===== src/rtl/rdv_match_engine.sv =====
module rdv_match_engine #(
  parameter int DEPTH  = 4,
  parameter int SRC_W  = 4,
  parameter int TAG_W  = 8,
  parameter int ADDR_W = 16,
  parameter int LEN_W  = 8,
  parameter int DATA_W = 32
) (
  input  logic              clk,
  input  logic              rst_n,
  input  logic              post_valid,
  input  logic [SRC_W-1:0]  post_src,
  input  logic [TAG_W-1:0]  post_tag,
  input  logic [ADDR_W-1:0] post_addr,
  input  logic [LEN_W-1:0]  post_len,
  output logic              post_busy,
  input  logic              sr_valid,
  input  logic [SRC_W-1:0]  sr_src,
  input  logic [TAG_W-1:0]  sr_tag,
  input  logic [LEN_W-1:0]  sr_len,
  output logic              sr_busy,
  input  logic              dx_valid,
  input  logic [SRC_W-1:0]  dx_src,
  input  logic [TAG_W-1:0]  dx_tag,
  input  logic [DATA_W-1:0] dx_data,
  output logic              rr_valid,
  output logic              rr_kind,
  output logic [SRC_W-1:0]  rr_node,
  output logic [TAG_W-1:0]  rr_tag,
  output logic [ADDR_W-1:0] rr_addr,
  output logic [LEN_W-1:0]  rr_len,
  output logic              wr_en,
  output logic [ADDR_W-1:0] wr_addr,
  output logic [DATA_W-1:0] wr_data,
  output logic              done_valid,
  output logic [TAG_W-1:0]  done_tag,
  output logic              dx_err
);

  localparam int IDX_W = (DEPTH > 1) ? $clog2(DEPTH) : 1;

  // posted-receive table; rcv_old[i][j] set means entry j was stored before entry i
  logic [DEPTH-1:0]             rcv_val, rcv_act;
  logic [SRC_W-1:0]             rcv_src  [DEPTH];
  logic [TAG_W-1:0]             rcv_tag  [DEPTH];
  logic [ADDR_W-1:0]            rcv_addr [DEPTH];
  logic [LEN_W-1:0]             rcv_len  [DEPTH];
  logic [LEN_W-1:0]             rcv_cnt  [DEPTH];
  logic [DEPTH-1:0][DEPTH-1:0]  rcv_old;

  // pending send-ready table
  logic [DEPTH-1:0]             pnd_val;
  logic [SRC_W-1:0]             pnd_src [DEPTH];
  logic [TAG_W-1:0]             pnd_tag [DEPTH];
  logic [LEN_W-1:0]             pnd_len [DEPTH];
  logic [DEPTH-1:0][DEPTH-1:0]  pnd_old;

  function automatic logic [DEPTH-1:0] pick_oldest(input logic [DEPTH-1:0] hit,
                                                   input logic [DEPTH-1:0][DEPTH-1:0] old);
    logic [DEPTH-1:0] sel;
    for (int i = 0; i < DEPTH; i++) sel[i] = hit[i] & ~|(hit & old[i]);
    return sel;
  endfunction

  function automatic logic [IDX_W-1:0] to_index(input logic [DEPTH-1:0] oh);
    logic [IDX_W-1:0] idx;
    idx = '0;
    for (int i = 0; i < DEPTH; i++) if (oh[i]) idx = IDX_W'(i);
    return idx;
  endfunction

  function automatic logic [IDX_W-1:0] lowest_free(input logic [DEPTH-1:0] used);
    logic [IDX_W-1:0] idx;
    idx = '0;
    for (int i = DEPTH - 1; i >= 0; i--) if (!used[i]) idx = IDX_W'(i);
    return idx;
  endfunction

  function automatic logic [LEN_W-1:0] smaller(input logic [LEN_W-1:0] a, input logic [LEN_W-1:0] b);
    return (a < b) ? a : b;
  endfunction

  logic [DEPTH-1:0] sr_hit, dx_hit, post_hit;

  always_comb begin
    for (int i = 0; i < DEPTH; i++) begin
      sr_hit[i]   = rcv_val[i] & ~rcv_act[i] & (rcv_src[i] == sr_src)   & (rcv_tag[i] == sr_tag);
      dx_hit[i]   = rcv_val[i] &  rcv_act[i] & (rcv_src[i] == dx_src)   & (rcv_tag[i] == dx_tag);
      post_hit[i] = pnd_val[i] &               (pnd_src[i] == post_src) & (pnd_tag[i] == post_tag);
    end
  end

  logic [IDX_W-1:0] sr_i, dx_i, pnd_i, rcv_free, pnd_free;
  assign sr_i     = to_index(pick_oldest(sr_hit, rcv_old));
  assign dx_i     = to_index(pick_oldest(dx_hit, rcv_old));
  assign pnd_i    = to_index(pick_oldest(post_hit, pnd_old));
  assign rcv_free = lowest_free(rcv_val);
  assign pnd_free = lowest_free(pnd_val);

  logic post_match, post_take, sr_match, sr_go, sr_store, dx_go, dx_last;
  assign post_busy  = sr_valid | (&rcv_val);
  assign post_match = |post_hit;
  assign post_take  = post_valid & ~post_busy;
  assign sr_match   = |sr_hit;
  assign sr_go      = sr_valid & sr_match;
  assign sr_store   = sr_valid & ~sr_match & ~(&pnd_val);
  assign sr_busy    = sr_valid & ~sr_match & (&pnd_val);
  assign dx_go      = dx_valid & (|dx_hit);
  assign dx_last    = dx_go & ((rcv_cnt[dx_i] + LEN_W'(1)) == rcv_len[dx_i]);

  logic [LEN_W-1:0] sr_grant, post_grant;
  assign sr_grant   = smaller(rcv_len[sr_i], sr_len);
  assign post_grant = smaller(post_len, pnd_len[pnd_i]);

  always_ff @(posedge clk) begin
    if (!rst_n) begin
      rcv_val    <= '0;
      rcv_act    <= '0;
      rcv_old    <= '0;
      pnd_val    <= '0;
      pnd_old    <= '0;
      rr_valid   <= 1'b0;
      rr_kind    <= 1'b0;
      rr_node    <= '0;
      rr_tag     <= '0;
      rr_addr    <= '0;
      rr_len     <= '0;
      wr_en      <= 1'b0;
      wr_addr    <= '0;
      wr_data    <= '0;
      done_valid <= 1'b0;
      done_tag   <= '0;
      dx_err     <= 1'b0;
    end else begin
      if (dx_go) begin
        rcv_cnt[dx_i] <= rcv_cnt[dx_i] + LEN_W'(1);
        if (dx_last) rcv_val[dx_i] <= 1'b0;
      end

      if (sr_go) begin
        rcv_act[sr_i] <= 1'b1;
        rcv_len[sr_i] <= sr_grant;
      end

      if (post_take) begin
        rcv_val[rcv_free]  <= 1'b1;
        rcv_act[rcv_free]  <= post_match;
        rcv_src[rcv_free]  <= post_src;
        rcv_tag[rcv_free]  <= post_tag;
        rcv_addr[rcv_free] <= post_addr;
        rcv_len[rcv_free]  <= post_match ? post_grant : post_len;
        rcv_cnt[rcv_free]  <= '0;
        for (int k = 0; k < DEPTH; k++) rcv_old[k][rcv_free] <= 1'b0;
        rcv_old[rcv_free] <= rcv_val;
        if (post_match) pnd_val[pnd_i] <= 1'b0;
      end

      if (sr_store) begin
        pnd_val[pnd_free] <= 1'b1;
        pnd_src[pnd_free] <= sr_src;
        pnd_tag[pnd_free] <= sr_tag;
        pnd_len[pnd_free] <= sr_len;
        for (int k = 0; k < DEPTH; k++) pnd_old[k][pnd_free] <= 1'b0;
        pnd_old[pnd_free] <= pnd_val;
      end

      rr_valid <= sr_go | (post_take & post_match);
      if (sr_go) begin
        rr_kind <= 1'b0;
        rr_node <= sr_src;
        rr_tag  <= sr_tag;
        rr_addr <= rcv_addr[sr_i];
        rr_len  <= sr_grant;
      end else if (post_take & post_match) begin
        rr_kind <= 1'b1;
        rr_node <= post_src;
        rr_tag  <= post_tag;
        rr_addr <= post_addr;
        rr_len  <= post_grant;
      end

      wr_en      <= dx_go;
      wr_addr    <= rcv_addr[dx_i] + ADDR_W'(rcv_cnt[dx_i]);
      wr_data    <= dx_data;
      done_valid <= dx_last;
      done_tag   <= dx_tag;
      dx_err     <= dx_valid & ~(|dx_hit);
    end
  end

endmodule


===== config.mk =====
export PLATFORM = sky130hd
export DESIGN_NAME = rdv_match_engine
export DESIGN_NICKNAME = d
export VERILOG_FILES = /design/src/rtl/rdv_match_engine.sv
export SDC_FILE = /design/constraint.sdc
export NUM_CORES = 1
export LEC_CHECK = 0
export BUFFER_PORTS_ARGS = -buffer_cell sky130_fd_sc_hd__buf_2
export CELL_PAD_IN_SITES_DETAIL_PLACEMENT = 1
export CELL_PAD_IN_SITES_GLOBAL_PLACEMENT = 1
export CORE_MARGIN = 5
export CORE_UTILIZATION = 50
export CTS_BUF_LIST = sky130_fd_sc_hd__clkbuf_8 sky130_fd_sc_hd__clkbuf_16
export CTS_CLUSTER_DIAMETER = 120
export DETAILED_ROUTE_END_ITERATION = 8
export PLACE_DENSITY = 0.85
export RECOVER_POWER = 50
export SYNTH_ARGS = -nofsm -noshare
export SYNTH_HDL_FRONTEND = slang
export SYNTH_SLANG_ARGS = --single-unit
export TNS_END_PERCENT = 20

===== constraint.sdc =====
create_clock -name clk -period 10.3 [get_ports clk]
set_input_delay 2.06 -clock clk [delete_from_list [all_inputs] [get_ports clk]]
set_output_delay 2.06 -clock clk [all_outputs]
set_load 0.005 [all_outputs]

==> results of run 1 <==
-- cell type report --
class | count | area, um2 | area share (%)
clock buffers | 49 | 1159 | 5.548
clock inverters | 29 | 147.6 | 0.7069
inverters | 62 | 237.7 | 1.138
multi-input cells | 1155 | 7681 | 36.78
flip-flops and latches | 389 | 10030 | 48.02
well taps | 468 | 585.6 | 2.804
repair buffers | 229 | 1045 | 5.002
-- cell families after synthesis --
family          synth area share (%)
xor+xnor                       7.914
mux                            2.494
buf+inv                        3.574
simple gates                   15.19
compound gates                 14.37
flops                          54.78
fa+ha+maj                      1.681
-- worst register-to-register path: stages (launching register included) --
cell	delay (ns)
sky130_fd_sc_hd__edfxtp_1	0.48
sky130_fd_sc_hd__xor2_1	0.18
sky130_fd_sc_hd__nor4_1	0.48
sky130_fd_sc_hd__nand4_1	0.45
sky130_fd_sc_hd__a311oi_2	0.71
sky130_fd_sc_hd__nand2_1	0.74
sky130_fd_sc_hd__o21ai_0	0.48
sky130_fd_sc_hd__o21a_4	0.20
sky130_fd_sc_hd__clkinv_4	0.08
sky130_fd_sc_hd__ha_1	0.22
sky130_fd_sc_hd__a21o_1	0.16
sky130_fd_sc_hd__a21oi_1	0.21
sky130_fd_sc_hd__o21ai_0	0.10
sky130_fd_sc_hd__a21oi_1	0.21
sky130_fd_sc_hd__o21ai_0	0.12
sky130_fd_sc_hd__a21oi_1	0.20
sky130_fd_sc_hd__nor2b_1	0.11
sky130_fd_sc_hd__o21ai_0	0.47
sky130_fd_sc_hd__nor2_1	0.15
sky130_fd_sc_hd__xnor2_1	0.18
sky130_fd_sc_hd__a211oi_1	0.27
-- power by group through the flow --
stage	combinational, uW	clock [uW]	sequential (uW)
5_1_grt	214	1530	1690
3_5_place_dp	199	0	1720
3_3_place_gp	190	0	1720
6_report	199	1450	1690
2_1_floorplan	110	0	1720
4_1_cts	203	1460	1690
-- cells in the mapped netlist, types with 6 or more instances --
cell,number
sky130_fd_sc_hd__a311oi_1,9
sky130_fd_sc_hd__nor2b_1,12
sky130_fd_sc_hd__nor3_1,33
sky130_fd_sc_hd__and2_1,52
sky130_fd_sc_hd__and3_1,19
sky130_fd_sc_hd__xnor2_1,125
sky130_fd_sc_hd__a31oi_1,15
sky130_fd_sc_hd__dfxtp_1,165
sky130_fd_sc_hd__nand4_1,30
sky130_fd_sc_hd__a21boi_0,9
sky130_fd_sc_hd__nand2_1,140
sky130_fd_sc_hd__a22oi_1,35
sky130_fd_sc_hd__a21o_1,11
sky130_fd_sc_hd__o221ai_1,8
sky130_fd_sc_hd__buf_2,12
sky130_fd_sc_hd__a21oi_1,101
sky130_fd_sc_hd__clkbuf_1,80
sky130_fd_sc_hd__mux2i_1,40
sky130_fd_sc_hd__inv_1,60
sky130_fd_sc_hd__o211ai_1,17
sky130_fd_sc_hd__a32oi_1,6
sky130_fd_sc_hd__xor2_1,35
sky130_fd_sc_hd__or3_1,8
sky130_fd_sc_hd__nand2b_1,12
sky130_fd_sc_hd__o21ai_0,67
sky130_fd_sc_hd__edfxtp_1,224
sky130_fd_sc_hd__nor2_1,126
sky130_fd_sc_hd__a211oi_1,20
sky130_fd_sc_hd__a221oi_1,11
sky130_fd_sc_hd__nand3_1,41
sky130_fd_sc_hd__nor4_1,12
sky130_fd_sc_hd__nand3b_1,15
sky130_fd_sc_hd__ha_1,23
-- metrics by stage --
stage / hold WS (ns) / power (uW) / setup WS [ns]
2_1_floorplan: 0.4274 / 1826 / 3.676
3_3_place_gp: 0.4313 / 1908 / 2.778
3_5_place_dp: 0.4460 / 1919 / 2.509
4_1_cts: 0.4558 / 3350 / 3.010
5_1_grt: 0.4710 / 3438 / 2.437
6_report: 0.4573 / 3334 / 2.799
-- worst max path at each step --
stage	from	endpoint	slack [ns]	cells past startpoint
2_1_floorplan	dx_tag[2]	wr_addr[11]$_SDFF_PN0_	3.68	24
3_3_place_gp	dx_tag[6]	wr_addr[11]$_SDFF_PN0_	2.78	21
3_5_place_dp	dx_tag[6]	wr_addr[11]$_SDFF_PN0_	2.51	21
4_1_cts	dx_tag[6]	wr_addr[11]$_SDFF_PN0_	3.01	21
5_1_grt	post_tag[7]	rcv_len[0][7]$_DFFE_PP_	2.44	17
6_report	sr_src[2]	rcv_len[0][7]$_DFFE_PP_	2.80	18
-- per-layer routing --
metal	up-vias	GRT usage, %	share of wire [%]
met5	-	0	0
met4	0	11.28	4.0
met3	208	5.818	8.8
met2	887	50.87	47
met1	7536	40.18	40
li1	6574	-	-
-- state kept, by name (all words and copies together), names as in the netlist, 32 cells and up, named ones only --
signal and count:
rcv_addr 64, pnd_tag 32, rcv_tag 32, wr_data 32, pnd_len 32, rcv_len 32
rcv_cnt 32
==> impl_metrics.env, run 1 <==
export IMPL_buffer_ports_inserted=203
export IMPL_fp_dieArea_mm2=0.04054
export IMPL_netlist_instances=1706
export IMPL_worst_reg_to_reg_path_cell_count=20
export IMPL_synth_enable_flop_cells=224
export IMPL_layout_cells_most_common_list="sky130_fd_sc_hd__edfxtp_1 (224), sky130_fd_sc_hd__dfxtp_1 (165), sky130_fd_sc_hd__nand2_1 (140), sky130_fd_sc_hd__clkbuf_1 (127), sky130_fd_sc_hd__xnor2_1 (125)"
export IMPL_globalRouteTotalUtil_pct=30.63
export IMPL_critPathCaptureType="flop"
export IMPL_clock_latency_ns=0.58
export IMPL_synth_top_area_cell="sky130_fd_sc_hd__edfxtp_1"
export IMPL_synth_cell_types=97
export IMPL_synth_area_mm2=0.01831
export IMPL_placedCellCount=2303
export IMPL_routed_wl_um=64190
export IMPL_detail_route_antenna_nets=0
export IMPL_final_max_slew_viol_count=127
export IMPL_first_global_vias=16140
export IMPL_min_delay_start="rcv_cnt[1][4]$_SDFFE_PP0P_"
export IMPL_critical_path_top_delay_family="compound AO/OA/AOI/OAI gates"
export IMPL_worst_margin_slew_ns=3.404
export IMPL_finish_utilization_pct=57.46
export IMPL_worst_setup_hold_path_clk_slew_ns=0.06
export IMPL_grt_overflow_total=0
export IMPL_ctsLongestPathBuffers=3
export IMPL_pwr_share_comb_pct=6.0
export IMPL_cts_resized_gates=0
export IMPL_vias=15210
export IMPL_failing_checks="capacitance limit, slew limit"
export IMPL_pin_count=204
export IMPL_dieHeight_um=201.4
export IMPL_synth_seq_cells=389
export IMPL_leakage_uw=0.007479
export IMPL_clkPwrFrac_pct=43.4
export IMPL_power_share_switching_pct=23.62
export IMPL_power_report_internal_total_uw=2546
export IMPL_rr_endpoint="wr_addr[11]$_SDFF_PN0_"
export IMPL_syn_to_final_growth_pct=14.08
export IMPL_grt_pass1_wl_um=97350
export IMPL_synthFlopType="sky130_fd_sc_hd__edfxtp_1"
export IMPL_biggest_area_contributors_in_the_synthesized_netlist="sky130_fd_sc_hd__edfxtp_1 (37%), sky130_fd_sc_hd__dfxtp_1 (18%), sky130_fd_sc_hd__xnor2_1 (6.0%)"
export IMPL_ctsHtreeMaxLevel=2
export IMPL_setup_repair_after_global_routing_missed_its_margin="no"
export IMPL_cts_post_setup_buffers_inserted=0
export IMPL_die_w_um=201.4
export IMPL_most_common_cell_after_layout_fill_and_taps_aside="sky130_fd_sc_hd__edfxtp_1"
export IMPL_regToRegStartpoint="rcv_src[2][2]$_DFFE_PP_"
export IMPL_final_design_area_no_fill_mm2=0.02089
export IMPL_tritoncts="built"
export IMPL_min_to="rcv_cnt[1][4]$_SDFFE_PP0P_"
export IMPL_yosysSeqAreaShare_pct=54.78
export IMPL_min_delay_path_depth=2
export IMPL_hpwl_um=43560
export IMPL_timing_reg2reg_setup_slack_ns=3.99
export IMPL_drt_iter0_markers=1435
export IMPL_holdCritPathClass="reg -> reg"
export IMPL_start_util_pct=50.37
export IMPL_power_density_mw_per_mm2=159.6
export IMPL_finalSetupViolCount=0
export IMPL_cts_root_buffer="sky130_fd_sc_hd__clkbuf_16"
export IMPL_total_switching_power_uw=787.4
export IMPL_routed_wire_length_per_instance_um=26.96
export IMPL_synth_nets=1835
export IMPL_run_status="finished with violations"
export IMPL_drive_above_1_share_pct=11.03
export IMPL_finalHoldViolCount=0
export IMPL_required_time_at_the_worst_slack_endpoint_ns=10.61
export IMPL_seq_power_share_pct=50.6
export IMPL_postPlaceCellArea_mm2=0.01976
export IMPL_maximum_number_of_pins_on_one_net_before_global_route_repair=72
export IMPL_numCtsBuffers=43
export IMPL_relSlewSlack_pct=-126.9
export IMPL_rows=70
export IMPL_timing_critical_path_fanout_max=17
export IMPL_fraction_of_post_synthesis_cell_area_in_the_top_cell_type_by_area_pct=36.74
export IMPL_worstPathCellList="clkbuf_1 -> xnor2_1 -> nand4_1 -> nor4_1 -> o2111a_1 -> inv_1 -> o211ai_1 -> o2bb2ai_1 -> inv_1 -> ha_1 -> nand4_1 -> o21ai_0 -> nor2_1 -> o21a_1 -> a41oi_2 -> mux2i_1 -> nor2_1 -> a21oi_1"
export IMPL_timing_final_crit_share_pct=72.82
export IMPL_synth_yosys_warnings=0
export IMPL_cp_start_kind="input pin"
export IMPL_antenna_found_initial=0
export IMPL_ctsHoldBuffers=0
export IMPL_maxCapViolCount=2
export IMPL_worst_ep_arrival_time_ns=7.81
export IMPL_mean_number_of_vias_per_cell=6.386
export IMPL_stdcell_count=2381
export IMPL_finalClockSkew_ns=0.02036
export IMPL_mean_instance_size_in_the_synthesized_netlist_um2=10.73
export IMPL_vdd_ir_drop_worst_uv=130.9
export IMPL_drc=0
export IMPL_period_minus_slack_ns=7.501
export IMPL_nets=2009
export IMPL_final_fill_count=3963
export IMPL_critical_path_slowest_cell="sky130_fd_sc_hd__o2111a_1"
export IMPL_antenna_diode_count=0
export IMPL_timing_setup_tns_ns=0
export IMPL_clock_fmax_mhz=133.3
export IMPL_worst_path_buf_inv=3
export IMPL_design_core_area_mm2=0.03635
export IMPL_synth_async_reset_ratio_pct=0
export IMPL_drt_pass1_iter_count=5
export IMPL_globalplace_congestion=0.9067
export IMPL_cts_sink_count=389
export IMPL_slowest_delay_ns=0.80
export IMPL_crit_type="in -> reg"
Note: power is estimated with default switching activity, not from simulation.
==> run 2: changes to the inputs <==
Settings changed: CORE_UTILIZATION 50 to 42, PLACE_DENSITY 0.85 to 0.76.
Clock period 10.3 ns to 6.35 ns, I/O delays scaled along.
==> run 2 against run 1 <==
Effect of this change:
- the run still ends with capacitance limit, slew limit left
- via count shrank 1.4%
- routed wire length shrank 1.1%
- combinational power grew 63%
- die area grew 18%
- clock skew grew 0.0041 ns
- non-clock buffer count grew 45
- global-route usage shrank 4.7 points
- count of clock-buffer cells in the layout grew 3
- utilization shrank 7.7 points
==> impl_metrics.env, run 2 (synthesis gave the netlist of run 1 again) <==
export IMPL_run_status="finished with violations"
export IMPL_failing_checks="capacitance limit, slew limit"
export IMPL_vias=15000
export IMPL_grt_max_usage_layer="met2"
export IMPL_first_global_vias=15870
export IMPL_ctsHtreeMaxLevel=2
export IMPL_grt_overflow_total=0
export IMPL_hpwl_um=45710
export IMPL_pwr_share_comb_pct=5.9
export IMPL_drt_pass1_iter_count=5
export IMPL_numCtsBuffers=44
export IMPL_clock_fmax_mhz=165.4
export IMPL_seq_power_share_pct=49.7
export IMPL_cts_resized_gates=0
export IMPL_buffer_ports_inserted=203
export IMPL_regMostFlops="rcv_addr"
export IMPL_power_report_internal_total_uw=4225
export IMPL_syn_to_final_growth_pct=17.18
export IMPL_layout_cells_most_common_list="sky130_fd_sc_hd__edfxtp_1 (224), sky130_fd_sc_hd__dfxtp_1 (165), sky130_fd_sc_hd__nand2_1 (140), sky130_fd_sc_hd__xnor2_1 (125), sky130_fd_sc_hd__nor2_1 (121)"
export IMPL_worst_ep_arrival_time_ns=6.34
export IMPL_total_power_uw=5507
export IMPL_finalClockSkew_ns=0.02449
export IMPL_period_minus_slack_ns=6.044
export IMPL_routed_wl_um=63520
export IMPL_globalplace_congestion=0.9520
export IMPL_finalHoldViolCount=0
export IMPL_clkPwrFrac_pct=44.4
export IMPL_crit_type="in -> reg"
export IMPL_gr_usage_met1_pct=35.33
export IMPL_maxCapViolCount=2
export IMPL_ctsHoldBuffers=0
export IMPL_timing_setup_tns_ns=0
export IMPL_globalRouteTotalUtil_pct=25.94
export IMPL_pin_count=204
export IMPL_largest_register_ff_count=64
export IMPL_required_time_at_the_worst_slack_endpoint_ns=6.65
export IMPL_design_core_area_mm2=0.04308
export IMPL_leakage_uw=0.007751
export IMPL_finish_utilization_pct=49.80
export IMPL_start_util_pct=42.50
export IMPL_met3_resource_use_gr_pct=3.187
export IMPL_clock_latency_ns=0.58
export IMPL_cts_root_buffer="sky130_fd_sc_hd__clkbuf_16"
export IMPL_worst_margin_slew_ns=2.317
export IMPL_total_switching_power_uw=1282
export IMPL_worst_setup_hold_path_clk_slew_ns=0.06
export IMPL_ctsLongestPathBuffers=3
export IMPL_routed_wire_length_per_instance_um=24.94
export IMPL_final_max_slew_viol_count=74
export IMPL_rows=76
export IMPL_timing_final_crit_share_pct=95.19
export IMPL_nets=2055
export IMPL_finalSetupViolCount=0
export IMPL_fp_dieArea_mm2=0.04786
export IMPL_maximum_number_of_pins_on_one_net_before_global_route_repair=56
export IMPL_timing_critical_path_fanout_max=11
export IMPL_critPathCaptureType="flop"
export IMPL_grt_util_met2_pct=43.04
export IMPL_cts_post_setup_buffers_inserted=0
export IMPL_dieHeight_um=218.8
export IMPL_mean_number_of_vias_per_cell=5.887
export IMPL_cp_start_kind="input pin"
export IMPL_vdd_ir_drop_worst_uv=211.2
export IMPL_relSlewSlack_pct=-54.48
export IMPL_power_density_mw_per_mm2=256.7
export IMPL_tritoncts="built"
export IMPL_power_share_switching_pct=23.28
export IMPL_drc=0
export IMPL_holdCritPathClass="reg -> reg"
export IMPL_drt_iter0_markers=1283
export IMPL_detail_route_antenna_nets=0
export IMPL_antenna_found_initial=1
export IMPL_most_common_cell_after_layout_fill_and_taps_aside="sky130_fd_sc_hd__edfxtp_1"
export IMPL_setup_repair_after_global_routing_missed_its_margin="no"
export IMPL_cts_sink_count=389
export IMPL_die_w_um=218.8
export IMPL_grt_pass1_wl_um=96140
export IMPL_drive_above_1_share_pct=13.92
-- run 2: cell count changes in the layout (fill, tap and decap cells not counted), sizes merged --
cell / delta
clkinvlp: +1
clkbuf: -9
bufinv: +1
buf: +57
inv: -3
clkinv: +1
diode: +1
-- run 2: worst max-delay path: stages --
cell	delay, ns
sky130_fd_sc_hd__clkbuf_1	0.36
sky130_fd_sc_hd__clkbuf_1	0.34
sky130_fd_sc_hd__xnor2_1	0.18
sky130_fd_sc_hd__nand4_1	0.12
sky130_fd_sc_hd__nor4_1	0.26
sky130_fd_sc_hd__buf_4	0.20
sky130_fd_sc_hd__nand2_1	0.09
sky130_fd_sc_hd__o2111a_1	0.31
sky130_fd_sc_hd__nor2_1	0.35
sky130_fd_sc_hd__nand2_1	0.22
sky130_fd_sc_hd__o2bb2ai_1	0.27
sky130_fd_sc_hd__inv_1	0.08
sky130_fd_sc_hd__ha_1	0.32
sky130_fd_sc_hd__nand4_1	0.15
sky130_fd_sc_hd__o21ai_0	0.21
sky130_fd_sc_hd__nor2_1	0.10
sky130_fd_sc_hd__o21a_1	0.13
sky130_fd_sc_hd__a41oi_2	0.50
sky130_fd_sc_hd__mux2i_1	0.30
sky130_fd_sc_hd__nor2_1	0.06
sky130_fd_sc_hd__a311oi_1	0.52
-- run 2: through the flow --
step	cell area, um2	cells	setup WS [ns]	hold WS [ns]
floorplan	18310	1706	0.5162	0.4274
CTS	21630	2546	0.5611	0.4553
global route	21450	2547	0.05565	0.4725
finish	21450	2547	0.3055	0.4568
detailed placement	20240	2465	0.03466	0.4465
global placement	20240	2465	0.3578	0.4318
-- run 2: final timing paths --
path / start / end / slack, ns / cells after the start
setup / recovery: sr_src[0] / rcv_len[3][5]$_DFFE_PP_ / 0.31 / 21
hold / removal: rr_node[2]$_SDFFE_PN0P_ / rr_node[2]$_SDFFE_PN0P_ / 0.46 / 2
setup reg to reg: rcv_tag[1][3]$_DFFE_PP_ / wr_addr[11]$_SDFF_PN0_ / 0.86 / 21
hold reg to reg: rr_node[2]$_SDFFE_PN0P_ / rr_node[2]$_SDFFE_PN0P_ / 0.46 / 2
-- run 2: layout make-up --
type,instances,area [um2]
antenna,1,2.502
clock buffer,52,1211
clock inverter,29,172.7
fill,4732,21620
inverter,62,237.7
multi-input combinational,1155,7686
sequential,389,10030
tap,585,732.0
timing repair buffer,274,1381
-- run 2: power groups by stage --
stage	clock (uW)	sequential (uW)	combinational, uW
2_1_floorplan	0	2780	178
3_3_place_gp	0	2790	315
3_5_place_dp	0	2790	328
4_1_cts	2490	2740	332
5_1_grt	2600	2740	350
6_report	2450	2740	324
-- run 2: metal layers --
layer | vias up | wire length, um
met5 | - | 0
met4 | 0 | 2142
met3 | 129 | 4053
met2 | 572 | 30220
met1 | 7627 | 27100
li1 | 6667 | -
==> run 3: changes to the inputs <==
Settings changed: MAX_ROUTING_LAYER set to met4.
==> run 3 against run 2 <==
Effect of this change:
- the flow still finishes with violations (capacitance limit, slew limit)
- sequential share of layout area rose by 0.10 points
- clock skew is 0.0067 ns lower
- routed wire length decreased by 1.6%
- setup slack improved by 0.079 ns
- cell area fell by 0.22%
- sequential power hardly changed
==> impl_metrics.env, run 3 (synthesis gave the netlist of run 1 again) <==
export IMPL_critPathCaptureType="flop"
export IMPL_syn_to_final_growth_pct=16.93
export IMPL_regMostFlops="rcv_addr"
export IMPL_finish_utilization_pct=49.70
export IMPL_worst_ep_arrival_time_ns=6.29
export IMPL_run_status="finished with violations"
export IMPL_drt_iter0_markers=1078
export IMPL_maxCapViolCount=3
export IMPL_globalRouteTotalUtil_pct=26.60
export IMPL_vias=14830
export IMPL_worst_path_buf_inv=4
export IMPL_required_time_at_the_worst_slack_endpoint_ns=6.67
export IMPL_slowest_delay_ns=2.15
export IMPL_ctsHoldBuffers=0
export IMPL_holdCritPathClass="reg -> reg"
export IMPL_worst_setup_hold_path_clk_slew_ns=0.06
export IMPL_grt_overflow_total=0
export IMPL_layout_cells_most_common_list="sky130_fd_sc_hd__edfxtp_1 (224), sky130_fd_sc_hd__dfxtp_1 (165), sky130_fd_sc_hd__nand2_1 (140), sky130_fd_sc_hd__xnor2_1 (125), sky130_fd_sc_hd__clkbuf_1 (123)"
export IMPL_buffer_ports_inserted=203
export IMPL_cts_sink_count=389
export IMPL_maximum_number_of_pins_on_one_net_before_global_route_repair=55
export IMPL_finalHoldViolCount=0
export IMPL_pin_count=204
export IMPL_routed_wire_length_per_instance_um=24.54
export IMPL_start_util_pct=42.50
export IMPL_finalSetupViolCount=0
export IMPL_ctsLongestPathBuffers=3
export IMPL_grt_pass1_wl_um=95430
export IMPL_cts_root_buffer="sky130_fd_sc_hd__clkbuf_16"
export IMPL_critical_path_slowest_cell="sky130_fd_sc_hd__clkbuf_1"
export IMPL_hpwl_um=45480
export IMPL_critical_path_top_cell_by_count="sky130_fd_sc_hd__clkbuf_1"
export IMPL_ctsHtreeMaxLevel=2
export IMPL_detail_route_antenna_nets=0
export IMPL_clock_latency_ns=0.58
export IMPL_most_common_cell_after_layout_fill_and_taps_aside="sky130_fd_sc_hd__edfxtp_1"
export IMPL_fp_dieArea_mm2=0.04786
export IMPL_largest_register_ff_count=64
export IMPL_die_w_um=218.8
export IMPL_finalClockSkew_ns=0.01780
export IMPL_drive_above_1_share_pct=13.47
export IMPL_final_max_slew_viol_count=140
export IMPL_relSlewSlack_pct=-96.53
export IMPL_numCtsBuffers=43
export IMPL_design_core_area_mm2=0.04308
export IMPL_dieHeight_um=218.8
export IMPL_timing_critical_path_fanout_max=54
export IMPL_nets=2054
export IMPL_cts_resized_gates=0
export IMPL_tritoncts="built"
export IMPL_cp_start_kind="input pin"
export IMPL_timing_setup_tns_ns=0
export IMPL_antenna_found_initial=0
export IMPL_mean_number_of_vias_per_cell=5.826
export IMPL_drt_pass1_iter_count=5
export IMPL_worst_margin_slew_ns=2.948
export IMPL_stdcell_count=2546
export IMPL_critical_path_top_delay_family="buffers and inverters"
export IMPL_placedCellCount=2465
export IMPL_routed_wl_um=62480
export IMPL_drc=0
export IMPL_worstPathCellList="clkbuf_1 -> inv_1 -> clkbuf_1 -> nor2_1 -> buf_4"
export IMPL_globalplace_congestion=0.9702
export IMPL_cts_post_setup_buffers_inserted=0
export IMPL_vdd_ir_drop_worst_uv=228.5
export IMPL_power_density_mw_per_mm2=254.6
export IMPL_crit_type="in -> reg"
export IMPL_failing_checks="capacitance limit, slew limit"
export IMPL_setup_repair_after_global_routing_missed_its_margin="no"
export IMPL_first_global_vias=15720
export IMPL_leakage_uw=0.007708
export IMPL_period_minus_slack_ns=5.965
export IMPL_timing_final_crit_share_pct=93.94
export IMPL_rows=76
export IMPL_clock_fmax_mhz=167.6
-- run 3: cell count changes in the layout (fill, tap and decap cells not counted), sizes merged --
cell,previous run,this run
clkbuf,167,172
clkinv,14,16
buf,159,151
-- run 3: metal layers --
| layer | up-vias | share of wire (%) | global-route usage (%) |
|---|---|---|---|
| met3 | 109 | 6.3 | 3.794 |
| li1 | 6688 | - | - |
| met1 | 7485 | 43 | 35.05 |
| met2 | 551 | 48 | 42.93 |
| met4 | 0 | 2.8 | 8.415 |
| met5 | - | 0 | - |
-- run 3: where the power goes --
group / switching [uW] / internal, uW / leakage (uW)
clock: 1030 / 1360 / 0.000718
sequential: 22.7 / 2710 / 0.00337
combinational: 208 / 113 / 0.00362
-- run 3: cell type report --
class | instances | area [um2]
diodes | 1 | 2.502
inverters | 62 | 237.7
flip-flops and latches | 389 | 10030
clock buffers | 49 | 1170
repair buffers | 274 | 1370
fillers | 4820 | 21670
clock inverters | 31 | 178.9
well taps | 585 | 732.0
multi-input cells | 1155 | 7686
-- run 3: final timing paths --
| path | start | to | slack, ns | cells past startpoint |
|---|---|---|---|---|
| setup / recovery | rst_n | pnd_tag[1][0]$_DFFE_PP_ | 0.38 | 5 |
| hold / removal | flop | flop | 0.45 | 1 |
| setup reg to reg | rcv_tag[3][1]$_DFFE_PP_ | wr_addr[12]$_SDFF_PN0_ | 0.90 | 22 |
| hold reg to reg | flop | flop | 0.45 | 1 |
-- run 3: worst reg2reg max path: stages (launching register included) --
cell and delay, ns:
sky130_fd_sc_hd__edfxtp_1 0.49, sky130_fd_sc_hd__xor2_1 0.20, sky130_fd_sc_hd__or4_4 0.55, sky130_fd_sc_hd__or4_1 0.62, sky130_fd_sc_hd__a211oi_4 0.30, sky130_fd_sc_hd__nand2_2 0.32, sky130_fd_sc_hd__nand3_1 0.20, sky130_fd_sc_hd__o21ai_0 0.10
sky130_fd_sc_hd__nor2_1 0.20, sky130_fd_sc_hd__ha_1 0.22, sky130_fd_sc_hd__inv_1 0.07, sky130_fd_sc_hd__fa_1 0.44, sky130_fd_sc_hd__nor2b_1 0.17, sky130_fd_sc_hd__o21ai_0 0.12, sky130_fd_sc_hd__a21boi_0 0.26, sky130_fd_sc_hd__o21ai_0 0.11
sky130_fd_sc_hd__nand2_1 0.10, sky130_fd_sc_hd__a21o_1 0.12, sky130_fd_sc_hd__a21o_1 0.14, sky130_fd_sc_hd__nand2_1 0.09, sky130_fd_sc_hd__a21oi_1 0.16, sky130_fd_sc_hd__xor2_1 0.17, sky130_fd_sc_hd__nor2_1 0.06
-- run 3: metrics by stage --
step | area, um2 | hold WS, ns | power [uW] | setup slack, ns
finish | 21410 | 0.4450 | 5450 | 0.3848
global route | 21400 | 0.4637 | 5644 | 0.06859
CTS | 21590 | 0.4457 | 5505 | 0.6373
detailed placement | 20240 | 0.4378 | 3116 | 0.03395
global placement | 20240 | 0.4350 | 3103 | 0.3207
floorplan | 18310 | 0.4274 | 2963 | 0.5162
